File: config.mk
export PLATFORM = sky130hd
export DESIGN_NAME = chip_slicer
export DESIGN_NICKNAME = d
export VERILOG_FILES = /design/src/rtl/chip_slicer.sv
export SDC_FILE = /design/constraint.sdc
export NUM_CORES = 1
export LEC_CHECK = 0
export ABC_AREA = 0
export BUFFER_PORTS_ARGS = -buffer_cell sky130_fd_sc_hd__buf_4
export CORE_MARGIN = 2
export CORE_UTILIZATION = 50
export DETAILED_ROUTE_END_ITERATION = 8
export GPL_TIMING_DRIVEN = 1
export PLACE_DENSITY = 0.78
export SLEW_MARGIN = 40
export SYNTH_ARGS = -nofsm -noshare
export SYNTH_HDL_FRONTEND = slang
export SYNTH_SLANG_ARGS = --single-unit
export TNS_END_PERCENT = 50
File: constraint.sdc
create_clock -name clk -period 3.6 [get_ports clk]
set_input_delay 0.54 -clock clk [delete_from_list [all_inputs] [get_ports clk]]
set_output_delay 0.54 -clock clk [all_outputs]
set_load 0.01 [all_outputs]
File: src/rtl/chip_slicer.sv
module chip_slicer #(
  parameter int W = 12
) (
  input  logic                clk,
  input  logic                rst_n,
  input  logic                in_valid,
  input  logic signed [W-1:0] in_sample,
  input  logic        [W-1:0] zero_thr,
  input  logic                chip_mode,
  output logic                out_valid,
  output logic                out_chip,
  output logic                out_resolved
);

  localparam int XW = W + 1;

  logic mode_q, prev_q;
  logic signed [XW-1:0] s_ext, t_pos, t_neg;
  logic above, below, in_band, mode_chg, prev_eff, next_chip;

  assign s_ext    = {in_sample[W-1], in_sample};
  assign t_pos    = {1'b0, zero_thr};
  assign t_neg    = -t_pos;
  assign above    = s_ext > t_pos;
  assign below    = s_ext < t_neg;
  assign in_band  = chip_mode & ~above & ~below;
  assign mode_chg = chip_mode != mode_q;
  assign prev_eff = mode_chg ? 1'b0 : prev_q;

  always_comb begin
    if (!chip_mode)  next_chip = ~in_sample[W-1];
    else if (above)  next_chip = 1'b1;
    else if (below)  next_chip = 1'b0;
    else             next_chip = ~prev_eff;
  end

  always_ff @(posedge clk) begin
    if (!rst_n) begin
      mode_q       <= 1'b0;
      prev_q       <= 1'b0;
      out_valid    <= 1'b0;
      out_chip     <= 1'b0;
      out_resolved <= 1'b0;
    end else begin
      mode_q       <= chip_mode;
      out_valid    <= in_valid;
      out_resolved <= in_valid & in_band;
      if (in_valid) begin
        prev_q   <= next_chip;
        out_chip <= next_chip;
      end else if (mode_chg) begin
        prev_q <= 1'b0;
      end
    end
  end


  valid_latency_chk: assert property (@(posedge clk) disable iff (!rst_n)
    in_valid |=> out_valid);


  resolved_qual_chk: assert property (@(posedge clk) disable iff (!rst_n)
    out_resolved |-> out_valid);


  bit_no_resolve_chk: assert property (@(posedge clk) disable iff (!rst_n)
    (in_valid && !chip_mode) |=> !out_resolved);


  above_one_chk: assert property (@(posedge clk) disable iff (!rst_n)
    (in_valid && chip_mode && above) |=> out_chip);


  band_toggle_chk: assert property (@(posedge clk) disable iff (!rst_n)
    (in_valid && in_band && !mode_chg) |=> (out_chip != $past(prev_q)));


  hold_chk: assert property (@(posedge clk) disable iff (!rst_n)
    !in_valid |=> $stable(out_chip));

endmodule

### Word level (Yosys, flattened, before mapping)

Index checks and enable logic that the tools add are counted.

| word-level totals | value |
|---|---|
| bits in registers | 5 |
| bits of input ports | 28 |
| output and inout port bits | 3 |
| logic and storage cells | 21 |

| cells by class | value |
|---|---|
| bitwise operators | 7 |
| mux-type cells | 5 |
| magnitude comparators | 2 |
| add/subtract/negate cells | 1 |
| eq/ne operators | 1 |

Operators by type and width:

| kind | count |
|---|---|
| greater-than comparator 12 x 13 -> 1 bit | 1 |
| < comparator 12 x 13 -> 1 bit | 1 |
| negation 12 -> 13 bit | 1 |
| two-way mux 1 bit | 5 |
| NOT 1 bit | 4 |
| bitwise AND 1 bit | 3 |
| inequality test 1 bit | 1 |

### Longest topological paths before layout

| logic depth | value |
|---|---|
| depth in word-level cells | 7 |
| depth in mapped cells | 12 |
| gate-level depth less buffers | 12 |

### Worst setup path after synthesis

Ideal clock, no wire load.

| path | value |
|---|---|
| kind | in2reg |
| from | input zero_thr[3] |
| to | register out_chip |
| data required time | 3475 ps |
| setup time | 125 ps |
| stages on the path | 11 |
| arrival | 2675 ps |
| buffers on the path | 0 |
| path slack | 800 ps |
| cell sequence | nor4_1 > nand3_1 > nor3_1 > xnor2_1 > ha_1 > nand4_2 > nor2_1 > a211o_1 > or3_1 > a31oi_1 > o21ai_0 |

| between the ends | value |
|---|---|
| word-level cells in the longest chain between the ends | 5 |
| elaborated cells between the ends (all ways) | 6 |
| those cells by class | 1 x add/sub; 2 x order compare; 3 x mux |

Ends and longest elaborated chain:

| what | line | text |
|---|---|---|
| start, declared | 8 | `input logic [W-1:0] zero_thr,` |
| negation 12 -> 13 bit | 23 | `assign t_neg = -t_pos;` |
| < comparator 12 x 13 -> 1 bit | 25 | `assign below = s_ext < t_neg;` |
| two-way mux 1 bit | 33 | `else if (below) next_chip = 1'b0;` |
| two-way mux 1 bit (*) | 32 | `else if (above) next_chip = 1'b1;` |
| two-way mux 1 bit (*) | 31 | `if (!chip_mode) next_chip = ~in_sample[W-1];` |
| end signal, assigned | 50 | `out_chip <= next_chip;` |
| end, declared | 11 | `output logic out_chip,` |

Every way passes the cells marked *; elsewhere a longest branch is shown, timed or not.
A chain may end at the register's enable or synchronous reset.

### Worst setup path after layout

| path | value |
|---|---|
| from | input zero_thr[4] |
| to | register prev_q |

| between the ends | value |
|---|---|
| word-level cells in the longest chain between the ends | 6 |
| elaborated cells between the ends (all ways) | 7 |
| those cells by class | 1 x add/sub; 2 x order compare; 4 x mux |

Ends and longest elaborated chain:

| what | line | text |
|---|---|---|
| negation 12 -> 13 bit | 23 |  |
| < comparator 12 x 13 -> 1 bit | 25 |  |
| two-way mux 1 bit | 33 |  |
| two-way mux 1 bit (*) | 32 |  |
| two-way mux 1 bit (*) | 31 |  |
| two-way mux 1 bit (*) | 48 | `if (in_valid) begin` |
| end signal, assigned | 49 | `prev_q <= next_chip;` |
| end, declared | 17 | `logic mode_q, prev_q;` |

Marks and branches as above.

==> summary.txt <==
Run status
  • Status: finished clean

Clocking
  • Hold_buf cts: 0
  • CTS tree: done
  • Root buffer cell: clkbuf_4
  • Max Root-Sink Buffers: 2
  • Inserted Clock Buffers: 3
  • Clock Latency Late Sink: roughly 250 ps
  • CTS H-tree depth: 1
  • Clk sinks: 5
  • Post_cts resized: 0
  • Reg clk slew, reported paths: roughly 40 ps
  • # Post-CTS Setup Buffers: 0

Timing
  • Crit share post-route: between 80 and 90%
  • Fin crit period: roughly 3100 ps
  • FMAX: 324 MHz
  • RSZ-0062 raised after global routing: false
  • Skew final: roughly 3.9 ps
  • Pins Over Slew Limit: 0
  • Endpoints failing hold: 0
  • Worst-margin pin slew: 641 ps
  • Max-slew headroom: a little under three fifths
  • Total negative slack: 0 ps
  • Final setup viols: 0

Routing
  • TritonRoute pass-1 iters: 4
  • Vias/cell: 5.60
  • ANT nets after route: 0
  • DR vias: slightly above 1000
  • WL final: 2530 µm
  • WL/cell: ~14 µm
  • Remaining DRCs: 0
  • 1st-iter DRT viols: 9

Yosys
  • Netlist cell types: 28
  • Top cells by area, synth: ha_1 (34%), dfxtp_1 (11%), xnor2_1 (8.3%)
  • Avg Inst Size Synth: slightly below 8 µm²
  • Cell area after synthesis: 945 µm²
  • Cell taking the most area after synthesis: ha_1
  • Register area share after synthesis: 10.6%
  • Synthesized net count: 177
  • #FFs+latches synth: 5
  • Syn. warnings: 0
  • Synth top area share: between 30% and 40%
  • Synthesized instance count: ~120

GRT
  • Vias in the first global route: 989
  • First-pass GRT wire length: 3990 µm
  • Total grt overflow: 0
  • Gr usage total: around a quarter
  • Number of antenna violations at the first check in global routing: 0
  • Largest net degree at the start of global routing: 6

Die
  • Die height: between 40 and 50 µm
  • Row cnt: 15
  • Die area: 2250 µm²
  • IO Pins: 31
  • Die X: 47.5 µm
  • Initial Util: 54.1%
  • Core ar.: between 1500 and 2000 µm²

Worst setup path
  • Worst Path Arrival: between 3000 and 4000 ps
  • Crit-path leading delay family: compound AO/OA/AOI/OAI gates
  • Worst reg2reg path depth: 4
  • Crit Path Class: primary input to register
  • Max incr delay on CP: approximately 630 ps
  • Critical Path End Type: register
  • CP Cell Sequence: buf_4 -> nor4_1 -> nand3_1 -> nor3_1 -> xnor2_1 -> ha_1 -> nand4_2 -> a2111oi_0 -> o21bai_1 -> a31oi_1 -> o21ai_0
  • Worst EP required: between 3000 and 4000 ps
  • Crit path launch type: primary input
  • Slowest-stage cell, CP: a2111oi_0
  • R2R Setup Slk: about 2600 ps
  • CP Depth: 11
  • Largest fanout on the critical path: 4
  • CP Buf/Inv Count: 1

Place
  • GP Congestion: 0.862
  • IO Port Bufs: 30
  • DP Wirelength: 2270 µm

Power and ir drop
  • Power Density: 200 nW/µm²
  • P_sw: roughly 0.086 mW
  • Tot Pwr: roughly 0.25 mW
  • Seq pwr share: 24.7%
  • Comb power frac: 47.6%
  • Pint: between 0.15 and 0.2 mW
  • Worst IR Drop VDD: about 0.15 mV
  • Sw Share: 35.1%
  • Clock power share: approximately 28%
  • Lkg Pwr: 0.625 nW

Finish
  • Share of cells above drive strength 1: between 20% and 30%
  • Fill cell count: 173
  • Layout area overhead: 29.9%
  • Most common cell after layout, fill and taps aside: buf_4
  • Ant. Diodes: 0
  • Commonest cells after routing, fill and taps aside: buf_4 (30), ha_1 (26), inv_1 (16), xnor2_1 (9), nor2_1 (8)
  • Final Net Count: between 200 and 250

Hold path
  • Hold WC Path Type: register to register
  • Hold path depth: 2

Job
  • Max-cap viol count: 0
layout make-up:
| type | count | area, µm² | area share [%] |
|---|---|---|---|
| Clock buffer | 4 | 26.3 | 2.14 |
| Multi-Input combinational cell | 102 | 785 | 63.9 |
| Tap cell | 25 | 31.3 | 2.55 |
| Sequential cell | 5 | 100 | 8.15 |
| Inverter | 16 | 60.1 | 4.89 |
| Timing Repair Buffer | 30 | 225 | 18.3 |
cell usage after synthesis, drive strengths merged:
library cell,instances
nand3,6
nor2b,2
nor3,5
o21bai,1
nor2,8
o211ai,1
a21boi,2
a2111oi,1
nand2b,2
ha,26
a211oi,1
or3,2
nand2,6
nand4,5
a31oi,1
a21o,1
a211o,1
and2,2
a21oi,6
dfxtp,5
a31o,1
inv,16
nor4,4
o311ai,1
xnor2,9
o21ai,7
xor2,1
power by group through the flow:
stage / sequential, mW / clock, mW / combinational, mW
floorplan: 0.0625 / 0 / 0.0633
global placement: 0.0615 / 0 / 0.111
detailed placement: 0.0616 / 0 / 0.116
CTS: 0.0606 / 0.0692 / 0.117
global route: 0.0609 / 0.0730 / 0.132
finish: 0.0606 / 0.0681 / 0.117
state kept, by name, indices dropped and copies added (netlist names):
name	flops
mode_q	1
out_chip	1
out_resolved	1
out_valid	1
prev_q	1
path summary, 6_finish.rpt:
| kind | startpoint | end |
|---|---|---|
| min | out_chip$_SDFFE_PN0P_ | out_chip$_SDFFE_PN0P_ |
| max reg2reg | mode_q$_SDFF_PN0_ | prev_q$_SDFF_PN0_ |
| min reg2reg | out_chip$_SDFFE_PN0P_ | out_chip$_SDFFE_PN0P_ |
| max | zero_thr[4] | prev_q$_SDFF_PN0_ |
worst min-delay path: stages, from the launching register on:
cell and delay, ps:
dfxtp_1 330, nand2_1 50, o21ai_0 60
layer usage:
metal	share of wire (%)	GRT usage, %	vias up
met2	53	48.1	33
met1	40	27.1	465
li1	-	-	513
met4	3.2	14.4	0
met3	3.5	5.66	8
met5	0	0	-
cells by family (layout without fill, tap and decap cells):
logic type,Yosys count,count (layout),share of synthesized area [%]
simple gates,42,42,23.3
fa+ha+maj,26,26,34.4
compound gates,24,24,16.0
buf+inv,16,50,6.36
xor+xnor,10,10,9.27
flops,5,5,10.6
through the flow:
step	hold slack, ps	cells	util [%]	cell area, µm²	setup WS [ps]
2_1_floorplan	444	123	-	945	800
3_3_place_gp	449	178	68.8	1200	539
3_5_place_dp	461	178	68.8	1200	318
4_1_cts	472	182	70.3	1230	571
5_1_grt	500	182	70.3	1230	119
6_report	472	182	70.3	1230	518
(Power assumes the default switching activity.)
